`config.mk`:
```
export PLATFORM = sky130hd
export DESIGN_NAME = poe_port_seq
export DESIGN_NICKNAME = d
export VERILOG_FILES = /design/src/rtl/poe_seq_pkg.sv /design/src/rtl/poe_tick_timer.sv /design/src/rtl/poe_sig_judge.sv /design/src/rtl/poe_class_map.sv /design/src/rtl/poe_port_seq.sv
export SDC_FILE = /design/constraint.sdc
export NUM_CORES = 1
export LEC_CHECK = 0
export ABC_CLOCK_PERIOD_IN_PS = 4300
export CAP_MARGIN = 20
export CORE_ASPECT_RATIO = 1.1
export CORE_MARGIN = 2
export CORE_UTILIZATION = 40
export CTS_CLUSTER_DIAMETER = 60
export DETAILED_ROUTE_END_ITERATION = 8
export PLACE_DENSITY = 0.61
export SLEW_MARGIN = 20
export SYNTH_ARGS = -nofsm -noshare
export SYNTH_HDL_FRONTEND = slang
export SYNTH_HIERARCHICAL = 1
export SYNTH_SLANG_ARGS = --single-unit
```
`constraint.sdc`:
```
create_clock -name clk -period 4.3 [get_ports clk]
set_clock_uncertainty 0.2 [all_clocks]
set_input_delay 0.43 -clock clk [delete_from_list [all_inputs] [get_ports clk]]
set_output_delay 0.43 -clock clk [all_outputs]
set_load 0.02 [all_outputs]
```
`src/rtl/poe_seq_pkg.sv`:
```
// Package: shared state, probe and phase encodings for the port sequencer.
// Assumes: state codes are visible at the port and must stay stable.
package poe_seq_pkg;

    typedef enum logic [2:0] {
        ST_IDLE  = 3'd0,
        ST_DISC  = 3'd1,
        ST_CLASS = 3'd2,
        ST_RAMP  = 3'd3,
        ST_ON    = 3'd4,
        ST_EDLY  = 3'd5
    } port_state_e;

    typedef enum logic [1:0] {
        PR_OFF  = 2'b00,
        PR_LOW  = 2'b01,
        PR_HIGH = 2'b10
    } probe_e;

    typedef enum logic {
        PH_SETTLE = 1'b0,
        PH_CONV   = 1'b1
    } meas_phase_e;

    localparam int unsigned DISC_POINTS = 4;

endpackage

```
`src/rtl/poe_tick_timer.sv`:
```
// Tick timer: counts consecutive cycles in which run is high and flags
// the cycle that completes LIMIT of them, then wraps to zero.
// Assumes: LIMIT >= 1; dropping run clears the count.
module poe_tick_timer #(
    parameter int unsigned LIMIT = 8
) (
    input  logic clk,
    input  logic rst_n,
    input  logic run,
    output logic hit
);
    localparam int unsigned CW = (LIMIT > 1) ? $clog2(LIMIT) : 1;

    logic [CW-1:0] cnt_q;

    assign hit = run && (cnt_q == CW'(LIMIT - 1));

    // Count run cycles; restart on release or on completion.
    always_ff @(posedge clk) begin
        if (!rst_n || !run || hit) begin
            cnt_q <= '0;
        end else begin
            cnt_q <= cnt_q + 1'b1;
        end
    end
endmodule

```
`src/rtl/poe_sig_judge.sv`:
```
// Signature judge: checks that both low-to-high sample pairs rise by an
// amount inside [DIFF_MIN, DIFF_MAX].
// Assumes: samples are unsigned; a falling pair is invalid.
module poe_sig_judge #(
    parameter int unsigned W        = 12,
    parameter int unsigned DIFF_MIN = 40,
    parameter int unsigned DIFF_MAX = 120
) (
    input  logic [W-1:0] s0,
    input  logic [W-1:0] s1,
    input  logic [W-1:0] s2,
    input  logic [W-1:0] s3,
    output logic         valid
);
    localparam logic [W-1:0] LO_V = W'(DIFF_MIN);
    localparam logic [W-1:0] HI_V = W'(DIFF_MAX);

    logic [W-1:0] lo_s [2];
    logic [W-1:0] hi_s [2];
    logic [1:0]   ok;

    assign lo_s[0] = s0;
    assign hi_s[0] = s1;
    assign lo_s[1] = s2;
    assign hi_s[1] = s3;

    for (genvar g = 0; g < 2; g++) begin : g_pair
        logic [W-1:0] delta;
        assign delta = hi_s[g] - lo_s[g];
        assign ok[g] = (hi_s[g] >= lo_s[g]) && (delta >= LO_V) && (delta <= HI_V);
    end

    assign valid = &ok;
endmodule

```
`src/rtl/poe_class_map.sv`:
```
// Class map: converts a classification current sample into a class code
// by comparing it against ascending bounds.
// Assumes: CL1 < CL2 < CL3 < CL4 < CL_MAX; above CL_MAX maps to class 0.
module poe_class_map #(
    parameter int unsigned W      = 12,
    parameter int unsigned CL1    = 5,
    parameter int unsigned CL2    = 13,
    parameter int unsigned CL3    = 21,
    parameter int unsigned CL4    = 31,
    parameter int unsigned CL_MAX = 45
) (
    input  logic [W-1:0] sample,
    output logic [2:0]   code
);
    localparam int unsigned NB = 5;
    localparam int unsigned BOUND [NB] = '{CL1, CL2, CL3, CL4, CL_MAX};

    // Count how many bounds the sample reaches; top bucket is invalid.
    always_comb begin
        logic [2:0] above;
        above = '0;
        for (int i = 0; i < NB; i++) begin
            if (sample >= W'(BOUND[i])) begin
                above = above + 3'd1;
            end
        end
        code = (above == 3'(NB)) ? 3'd0 : above;
    end
endmodule

```
`src/rtl/poe_port_seq.sv`:
```
// Port sequencer top: runs discovery (four samples at two probe levels),
// classification, power ramp and powered monitoring, and handles fault
// shut-off, error delay and retry for one PoE port.
// Assumes: adc_done is a one-cycle strobe that follows adc_start; results
// arriving outside a conversion wait are ignored.
module poe_port_seq
    import poe_seq_pkg::*;
#(
    parameter int unsigned ADC_W        = 12,
    parameter int unsigned SETTLE_TICKS = 500000,
    parameter int unsigned RAMP_TICKS   = 62500,
    parameter int unsigned MEAS_TICKS   = 37500000,
    parameter int unsigned CUT_TICKS    = 7500000,
    parameter int unsigned LOWI_TICKS   = 40000000,
    parameter int unsigned ERR_TICKS    = 95000000,
    parameter int unsigned DIFF_MIN     = 40,
    parameter int unsigned DIFF_MAX     = 120,
    parameter int unsigned CL1          = 5,
    parameter int unsigned CL2          = 13,
    parameter int unsigned CL3          = 21,
    parameter int unsigned CL4          = 31,
    parameter int unsigned CL_MAX       = 45
) (
    input  logic             clk,
    input  logic             rst_n,
    input  logic             enable,
    input  logic             vmon_en,
    input  logic             irq_clr,
    input  logic             adc_done,
    input  logic [ADC_W-1:0] adc_result,
    input  logic             cut_trip,
    input  logic             lim_trip,
    input  logic             low_i_trip,
    input  logic             uv_trip,
    input  logic             ov_trip,
    input  logic             hot_trip,
    output logic [2:0]       state_o,
    output logic [1:0]       probe_sel,
    output logic             class_en,
    output logic             ramp_en,
    output logic             adc_start,
    output logic [2:0]       class_o,
    output logic             pgood,
    output logic             irq
);
    localparam int unsigned PTW  = $clog2(DISC_POINTS);
    localparam logic [PTW-1:0] LAST_PT = PTW'(DISC_POINTS - 1);

    port_state_e  state_q, state_d;
    meas_phase_e  phase_q, phase_d;
    logic [PTW-1:0] pt_q, pt_d;
    logic [ADC_W-1:0] samp_q [DISC_POINTS-1];
    logic [2:0]   class_q;
    logic         irq_q;
    logic         start_q;

    logic settle_run, settle_hit;
    logic ramp_hit, edly_hit, meas_hit, cut_hit, lowi_hit;
    logic sig_ok;
    logic [2:0] class_code;
    logic vfault, fault_on, fault_ramp, fault_any;
    logic conv_end;

    // Timers for settling, ramp, error delay, periodic sampling and faults.
    assign settle_run = ((state_q == ST_DISC) || (state_q == ST_CLASS)) && (phase_q == PH_SETTLE);

    poe_tick_timer #(.LIMIT(SETTLE_TICKS)) i_settle (
        .clk(clk), .rst_n(rst_n), .run(settle_run), .hit(settle_hit));
    poe_tick_timer #(.LIMIT(RAMP_TICKS)) i_ramp (
        .clk(clk), .rst_n(rst_n), .run(state_q == ST_RAMP), .hit(ramp_hit));
    poe_tick_timer #(.LIMIT(ERR_TICKS)) i_edly (
        .clk(clk), .rst_n(rst_n), .run(state_q == ST_EDLY), .hit(edly_hit));
    poe_tick_timer #(.LIMIT(MEAS_TICKS)) i_meas (
        .clk(clk), .rst_n(rst_n), .run(state_q == ST_ON), .hit(meas_hit));
    poe_tick_timer #(.LIMIT(CUT_TICKS)) i_cut (
        .clk(clk), .rst_n(rst_n), .run((state_q == ST_ON) && (cut_trip || lim_trip)), .hit(cut_hit));
    poe_tick_timer #(.LIMIT(LOWI_TICKS)) i_lowi (
        .clk(clk), .rst_n(rst_n), .run((state_q == ST_ON) && low_i_trip), .hit(lowi_hit));

    poe_sig_judge #(.W(ADC_W), .DIFF_MIN(DIFF_MIN), .DIFF_MAX(DIFF_MAX)) i_judge (
        .s0(samp_q[0]), .s1(samp_q[1]), .s2(samp_q[2]), .s3(adc_result), .valid(sig_ok));

    poe_class_map #(.W(ADC_W), .CL1(CL1), .CL2(CL2), .CL3(CL3), .CL4(CL4), .CL_MAX(CL_MAX)) i_cmap (
        .sample(adc_result), .code(class_code));

    // Fault qualification per state.
    assign vfault     = vmon_en && (uv_trip || ov_trip);
    assign fault_on   = (state_q == ST_ON) && (cut_hit || lowi_hit || vfault || hot_trip);
    assign fault_ramp = (state_q == ST_RAMP) && hot_trip;
    assign fault_any  = enable && (fault_on || fault_ramp);
    assign conv_end   = (phase_q == PH_CONV) && adc_done;

    // Next-state selection for the port sequence.
    always_comb begin
        state_d = state_q;
        phase_d = phase_q;
        pt_d    = pt_q;
        unique case (state_q)
            ST_IDLE: begin
                state_d = ST_DISC;
                phase_d = PH_SETTLE;
                pt_d    = '0;
            end
            ST_DISC: begin
                if (settle_hit) begin
                    phase_d = PH_CONV;
                end else if (conv_end) begin
                    phase_d = PH_SETTLE;
                    if (pt_q != LAST_PT) begin
                        pt_d = pt_q + 1'b1;
                    end else begin
                        pt_d    = '0;
                        state_d = sig_ok ? ST_CLASS : ST_EDLY;
                    end
                end
            end
            ST_CLASS: begin
                if (settle_hit) begin
                    phase_d = PH_CONV;
                end else if (conv_end) begin
                    phase_d = PH_SETTLE;
                    state_d = ST_RAMP;
                end
            end
            ST_RAMP: begin
                if (fault_ramp) begin
                    state_d = ST_EDLY;
                end else if (ramp_hit) begin
                    state_d = ST_ON;
                end
            end
            ST_ON: begin
                if (fault_on) begin
                    state_d = ST_EDLY;
                end
            end
            ST_EDLY: begin
                if (edly_hit) begin
                    state_d = ST_DISC;
                    phase_d = PH_SETTLE;
                    pt_d    = '0;
                end
            end
            default: state_d = ST_IDLE;
        endcase
        if (!enable) begin
            state_d = ST_IDLE;
            phase_d = PH_SETTLE;
            pt_d    = '0;
        end
    end

    // Sequence registers.
    always_ff @(posedge clk) begin
        if (!rst_n) begin
            state_q <= ST_IDLE;
            phase_q <= PH_SETTLE;
            pt_q    <= '0;
        end else begin
            state_q <= state_d;
            phase_q <= phase_d;
            pt_q    <= pt_d;
        end
    end

    // Capture the first three discovery samples; the fourth is judged live.
    always_ff @(posedge clk) begin
        if (!rst_n) begin
            for (int i = 0; i < DISC_POINTS - 1; i++) begin
                samp_q[i] <= '0;
            end
        end else if ((state_q == ST_DISC) && conv_end && (pt_q != LAST_PT)) begin
            samp_q[pt_q] <= adc_result;
        end
    end

    // Store the class code at the end of the classification conversion.
    always_ff @(posedge clk) begin
        if (!rst_n) begin
            class_q <= '0;
        end else if (enable && (state_q == ST_CLASS) && conv_end) begin
            class_q <= class_code;
        end
    end

    // Sticky interrupt: a new fault wins over a clear in the same cycle.
    always_ff @(posedge clk) begin
        if (!rst_n) begin
            irq_q <= 1'b0;
        end else if (fault_any) begin
            irq_q <= 1'b1;
        end else if (irq_clr) begin
            irq_q <= 1'b0;
        end
    end

    // One-cycle conversion request after settling or on the sampling period.
    always_ff @(posedge clk) begin
        if (!rst_n) begin
            start_q <= 1'b0;
        end else begin
            start_q <= enable && (settle_hit || meas_hit);
        end
    end

    assign state_o   = state_q;
    assign probe_sel = (state_q != ST_DISC) ? PR_OFF : (pt_q[0] ? PR_HIGH : PR_LOW);
    assign class_en  = (state_q == ST_CLASS);
    assign ramp_en   = (state_q == ST_RAMP) || (state_q == ST_ON);
    assign pgood     = (state_q == ST_ON);
    assign adc_start = start_q;
    assign class_o   = class_q;
    assign irq       = irq_q;
endmodule

```
==> impl_metrics.json, run 1 <==
{
  "path_buf_inv": 2,
  "setup_viol": 0,
  "grt_pass1_wl_mm": 40.6,
  "p_sw_w": 0.000856,
  "hold_violations": 0,
  "drcViolationCount": 0,
  "endpoint_kind": "flop",
  "yosysSeqAreaShare_pct": 38.5,
  "syn_inst": 1199,
  "reg2reg_slack_ns": 0.65,
  "io_pins": 37,
  "drv_slew": 0,
  "root_buffer": "clkbuf_16",
  "synth_top_family_by_area": "simple AND/OR/NAND/NOR gates",
  "synthAdderAreaFrac_pct": 5.01,
  "cts_sinks": 184,
  "reg2regPathDepth": 15,
  "maxSlewHeadroom_pct": 43.2,
  "holdBufCountCts": 0,
  "die_area_um2": 27500,
  "synthesis.nets": 1263,
  "wl_mm": 24.4,
  "grt_max_degree": 29,
  "synth_common_cells": "dfxtp_1 (148), nor2_1 (132), nand2_1 (71), a21oi_1 (67), inv_1 (63)",
  "critPathKind": "input pin to flop",
  "power.density_nw_per_um2": 313,
  "setup_ws_ns": 0.275,
  "dp_hpwl_mm": 17.1,
  "critPathRequiredTime_ns": 4.43,
  "die_h_um": 174,
  "synth_top_cell_area_share_pct": 28.2,
  "r2r_end": "state_o[1]$_SDFFE_PN0P_",
  "start_kind": "input pin",
  "antenna_cells": 0,
  "period_minus_slack_ns": 4.03,
  "grtUsageTotal_pct": 18.0,
  "path_max_fanout": 3,
  "die_x_um": 158,
  "htree_levels": 4,
  "rsz0062_at_grt": "false",
  "synth_top_area_cell": "dfxtp_1",
  "worstHoldStart": "i_lowi/cnt_q[0]$_SDFF_PP0_",
  "seq_power_share_pct": 46.9,
  "maxCapViolCount": 0,
  "tritoncts": "yes",
  "place_ws_ns": -0.521,
  "cts_buffer_depth": 2,
  "combPwrFrac_pct": 7.3,
  "grt_overflow": 0,
  "synth_compound_area_share_pct": 12.7,
  "cts_buffers": 17,
  "via_count": 8944,
  "cp_cell_sequence": "dlymetal6s2s_1, or4_4, or4_4, nor3_4, inv_1, ha_2, nand2_1, o21ai_1, ha_1, a21o_1, ha_4, or2_2, a311o_1, a211oi_2, o22ai_1, mux2i_1, nor2b_1",
  "drive_gt1_share_pct": 10.2,
  "synthFlopType": "dfxtp_1",
  "route.detailed.wl_per_inst_um": 15.1,
  "leakagePower_nw": 4.05,
  "p_int_w": 0.00292,
  "core_area_um2": 26000,
  "yosys.area_share.simple_pct": 30.7,
  "crit_family": "simple AND/OR/NAND/NOR gates",
  "nNetsFinal": 1312,
  "rows": 62,
  "yosysWarningCount": 6,
  "ys_types": 90,
  "fin_crit_sh_pct": 93.6,
  "worstMarginPinSlew_ns": 0.850,
  "async_flop_share_pct": 0,
  "grt_pass1_vias": 8352,
  "crit_top_cell": "or4_4",
  "synthXorXnorAreaFrac_pct": 7.42,
  "first_pass_iters": 5,
  "r2r-start": "samp_q[1][0]$_SDFFCE_PN0P_",
  "critPathMaxStageDelay_ns": 0.54,
  "port_buffers": 36,
  "p_sw_share_pct": 22.7,
  "crit_arrival_ns": 4.15,
  "whs_ns": 0.245,
  "slowest_stage": "or4_4",
  "max_freq_ghz": 0.248,
  "clockPowerShare_pct": 45.8,
  "ys_top_cells_by_area": "dfxtp_1 (28%), edfxtp_1 (10%), nor2_1 (4.7%), ha_1 (4.5%), xnor2_1 (3.8%)",
  "antenna_found_initial": 0,
  "peakVddDrop_v": 0.000330,
  "hold_path_class": "flop to flop",
  "initial_core_util_pct": 40.4,
  "area_growth_pct": 14.8,
  "final_antenna_net_count": 0,
  "holdPathEnd": "i_lowi/cnt_q[0]$_SDFF_PP0_",
  "yosysMostFrequentCell": "dfxtp_1",
  "holdPathStages": 1,
  "gp_congestion": 0.818,
  "yosys_register_bits": 184,
  "path_clk_slew_ns": 0.07,
  "drt_first_iter_violations": 647,
  "synth_edf_count": 36,
  "routed_via_density": 5.54,
  "n_fill_cell": 2530,
  "status": "finished clean",
  "avgSynthCellArea_um2": 8.75,
  "synthMuxAreaShare_pct": 0.978,
  "clk_latency_ns": 0.44,
  "syn_area_um2": 10500
}
-- power groups by stage --
stage	sequential (W)	combinational, W	clock, W
floorplan	0.00181	0.000171	0
global placement	0.00181	0.000268	0
detailed placement	0.00181	0.000271	0
CTS	0.00177	0.000273	0.00177
global route	0.00177	0.000302	0.00183
finish	0.00177	0.000275	0.00173
-- per-stage QoR --
stage               util, %  instances  total power (W)  instance area, µm²  TNS (ns)
finish                 46.4       1613          0.00378               12000         0
detailed placement     43.5       1578          0.00208               11300     -1.36
floorplan                 -       1199          0.00198               10500         0
CTS                    46.1       1610          0.00382               12000         0
global placement       43.5       1578          0.00208               11300    -0.946
global route           46.4       1613          0.00390               12000         0
-- metal layers --
layer / wire length [µm] / part of all wire [%] / vias to the layer above / track usage (%)
li1: - / - / 4497 / -
met5: 0 / 0 / - / 0
met1: 11600 / 47 / 4266 / 24.1
met3: 877 / 3.6 / 23 / 3.55
met2: 11700 / 48 / 158 / 29.5
met4: 279 / 1.1 / 0 / 4.92
-- worst max-delay path by stage --
| stage | start | endpoint | slack, ns | cells past startpoint |
|---|---|---|---|---|
| after floorplan | adc_result[9] | class_o[2]$_SDFFE_PN0P_ | 0.11 | 15 |
| after global placement | adc_result[9] | class_o[2]$_SDFFE_PN0P_ | -0.37 | 16 |
| after detailed placement | adc_result[9] | class_o[2]$_SDFFE_PN0P_ | -0.52 | 16 |
| after CTS | adc_result[9] | class_o[2]$_SDFFE_PN0P_ | 0.01 | 16 |
| after global routing | adc_result[9] | class_o[0]$_SDFFE_PN0P_ | 0.11 | 17 |
| final | adc_result[9] | class_o[0]$_SDFFE_PN0P_ | 0.27 | 17 |
-- cells in the final DEF, fill, tap and decap left out, drive strengths merged, types with 32 or more instances in the layout --
master / Yosys / layout
edfxtp: 36 / 36
dfxtp: 148 / 148
buf: 21 / 37
xnor2: 45 / 45
ha: 38 / 38
o21ai: 42 / 42
nand4: 52 / 52
nor2: 132 / 132
clkdlybuf4s50: 0 / 32
xor2: 43 / 43
and3: 55 / 55
nand2: 73 / 73
a21oi: 71 / 71
inv: 63 / 67
nand3: 64 / 64
-- kinds of logic after synthesis --
family | count (synthesis)
buffers and inverters | 107
adders and majority gates | 41
AOI/OAI and AO/OA | 200
xor gates and xnor gates | 88
DFF | 184
muxes | 10
and+or+nand+nor | 569
-- registers in the layout, indices dropped and copies added, names as in the netlist --
| signal | count |
|---|---|
| i_edly/cnt_q | 27 |
| state_o | 3 |
| pt_q | 2 |
| class_o | 3 |
| irq | 1 |
| i_cut/cnt_q | 23 |
| phase_q | 1 |
| i_meas/cnt_q | 26 |
| i_ramp/cnt_q | 16 |
| i_lowi/cnt_q | 26 |
| adc_start | 1 |
| i_settle/cnt_q | 19 |
| samp_q | 36 |
-- worst register-to-register path, cell delays in order, from the launching register on --
cell,delay [ns]
edfxtp_1,0.37
inv_1,0.06
ha_1,0.20
inv_1,0.07
fa_1,0.41
a211oi_1,0.33
nor3b_1,0.13
o31ai_2,0.27
a21oi_1,0.18
nor3_1,0.31
o211ai_1,0.18
nor4b_2,0.28
buf_4,0.18
nand4b_1,0.10
o21a_1,0.17
nor3_1,0.13
-- final cells by class --
cell class | instances | area (µm²) | area share (%)
multi-input combinational | 908 | 6030 | 50.0
sequential | 184 | 4040 | 33.6
timing repair buffer | 74 | 656 | 5.44
tap | 352 | 440 | 3.66
clock buffer | 18 | 429 | 3.56
inverter | 63 | 236 | 1.96
clock inverter | 14 | 218 | 1.81
-- what timing repair did --
action | CTS | global route
cloned | 0 | 0
endpoints found under the setup margin | 2 | 3
pin swaps | 0 | 9
resized for setup | 2 | 11
buffers inserted | 0 | 2
Power figures use the tool's default switching activity.
==> run 2: changes to the inputs <==
- CTS_CLUSTER_SIZE: not set -> 8
==> results of run 2 <==
The final DEF is identical to that of run 1; final timing and power are the same.
==> run 3: changes to the inputs <==
- SLEW_MARGIN: 20 -> not set
- TNS_END_PERCENT: not set -> 10
==> run 3 against run 2 <==
Non-clock buffer count is the same. Hold slack is essentially flat. Clock power is essentially flat. Wire length shrank 0.26%. Final area is the same. Combinational power is essentially flat. Fmax is essentially flat. Critical endpoint unchanged. Largest power group unchanged.
==> impl_metrics.json, run 3 (synthesis results as in run 1) <==
{
  "die_x_um": 158,
  "power.density_nw_per_um2": 313,
  "first_pass_iters": 5,
  "peakVddDrop_v": 0.000330,
  "grt_max_degree": 29,
  "final_common_cell": "dfxtp_1",
  "rsz0062_at_grt": "false",
  "antenna_cells": 0,
  "wl_mm": 24.4,
  "grt_pass1_wl_mm": 40.6,
  "cp_cell_sequence": "dlymetal6s2s_1, or4_4, or4_4, nor3_4, inv_1, ha_2, nand2_1, o21ai_1, ha_1, a21o_1, ha_4, or2_2, a311o_1, a211oi_2, o22ai_1, mux2i_1, nor2b_1",
  "maxCapViolCount": 0,
  "antenna_found_initial": 0,
  "initial_core_util_pct": 40.4,
  "largest-register": "samp_q",
  "path_clk_slew_ns": 0.07,
  "largest_reg_flops": 36,
  "period_minus_slack_ns": 4.02,
  "critPathKind": "input pin to flop",
  "hold_violations": 0,
  "die_area_um2": 27500,
  "p_total_w": 0.00378,
  "setup_viol": 0,
  "root_buffer": "clkbuf_16",
  "critPathRequiredTime_ns": 4.43,
  "status": "finished clean",
  "final_antenna_net_count": 0,
  "start_kind": "input pin",
  "worstMarginPinSlew_ns": 0.846,
  "max_freq_ghz": 0.249,
  "reg_top3": "samp_q (36), i_edly/cnt_q (27)",
  "htree_levels": 4,
  "cts_buffer_depth": 2,
  "grtUsageTotal_pct": 18.0,
  "nNetsFinal": 1312,
  "path_max_fanout": 3,
  "area_growth_pct": 14.8,
  "drv_slew": 0,
  "drive_gt1_share_pct": 10.2,
  "drcViolationCount": 0,
  "maxSlewHeadroom_pct": 43.4,
  "routed_via_density": 5.55,
  "grt_overflow": 0,
  "rows": 62,
  "fin_crit_sh_pct": 93.6,
  "layout_common_cells": "dfxtp_1 (148), nor2_1 (132), nand2_1 (71)",
  "endpoint_kind": "flop",
  "clk_latency_ns": 0.44,
  "drt_first_iter_violations": 621,
  "dp_hpwl_mm": 17.1,
  "crit_top_cell": "or4_4",
  "route.detailed.wl_per_inst_um": 15.1,
  "n_fill_cell": 2529,
  "grt_pass1_vias": 8352,
  "hold_path_class": "flop to flop",
  "whs_ns": 0.245,
  "port_buffers": 36,
  "final_util_pct": 46.4,
  "via_count": 8950,
  "die_h_um": 174,
  "cts_sinks": 184,
  "gp_congestion": 0.818,
  "core_area_um2": 26000,
  "crit_arrival_ns": 4.15,
  "critPathMaxStageDelay_ns": 0.54,
  "io_pins": 37,
  "fin_area_um2": 12000,
  "slowest_stage": "or4_4",
  "leakagePower_nw": 4.05,
  "place_area_um2": 11300,
  "cts_buffers": 17,
  "tritoncts": "yes"
}
==> run 3: layout make-up <==
type | instances | area (µm²) | area share [%]
Timing Repair Buffer | 74 | 656 | 5.44
Sequential cell | 184 | 4040 | 33.6
Multi-Input combinational cell | 908 | 6030 | 50.0
Clock inverter | 14 | 218 | 1.81
Clock buffer | 18 | 429 | 3.56
Tap cell | 352 | 440 | 3.66
Inverter | 63 | 236 | 1.96
==> run 3: path summary, 6_finish.rpt <==
check	from	endpoint	slack, ns	cells past startpoint
setup / recovery	adc_result[9]	class_o[0]$_SDFFE_PN0P_	0.28	17
hold / removal	i_lowi/cnt_q[0]$_SDFF_PP0_	i_lowi/cnt_q[0]$_SDFF_PP0_	0.24	1
setup reg to reg	samp_q[1][0]$_SDFFCE_PN0P_	state_o[1]$_SDFFE_PN0P_	0.63	15
hold reg to reg	i_lowi/cnt_q[0]$_SDFF_PP0_	i_lowi/cnt_q[0]$_SDFF_PP0_	0.24	1
==> run 3: power by group <==
part	switching (W)	internal, W
sequential	0.00000528	0.00177
combinational	0.000158	0.000117
clock	0.000693	0.00104
total	0.000856	0.00292
==> run 3: routing by layer <==
| metal | track usage (%) | vias up | routed length [µm] |
|---|---|---|---|
| li1 | - | 4507 | - |
| met1 | 24.1 | 4266 | 11600 |
| met2 | 29.5 | 152 | 11600 |
| met3 | 3.55 | 25 | 899 |
| met4 | 4.92 | 0 | 284 |
| met5 | 0 | - | 0 |
==> run 3: timing repair <==
item | CTS | global route
gates cloned | 0 | 0
endpoints found under the setup margin | 2 | 3
buffers inserted | 0 | 2
gates resized for setup | 2 | 11
pin swaps | 0 | 9
hold buffers | 0 | 0
==> run 3: stage by stage <==
stage               TNS (ns)  setup WS (ns)  cells
floorplan                  0          0.111   1199
global placement      -0.946         -0.368   1578
detailed placement     -1.36         -0.521   1578
CTS                        0        0.00961   1610
global route               0          0.106   1613
finish                     0          0.277   1613
==> run 3: critical path: cells and delay by family <==
kind	cells	cell delay, ns
AND/OR/NAND/NOR	6	1.68
AO/OA/AOI/OAI	5	0.97
adder cells (fa/ha/maj)	3	0.68
buffers and inverters	2	0.24
multiplexers	1	0.15
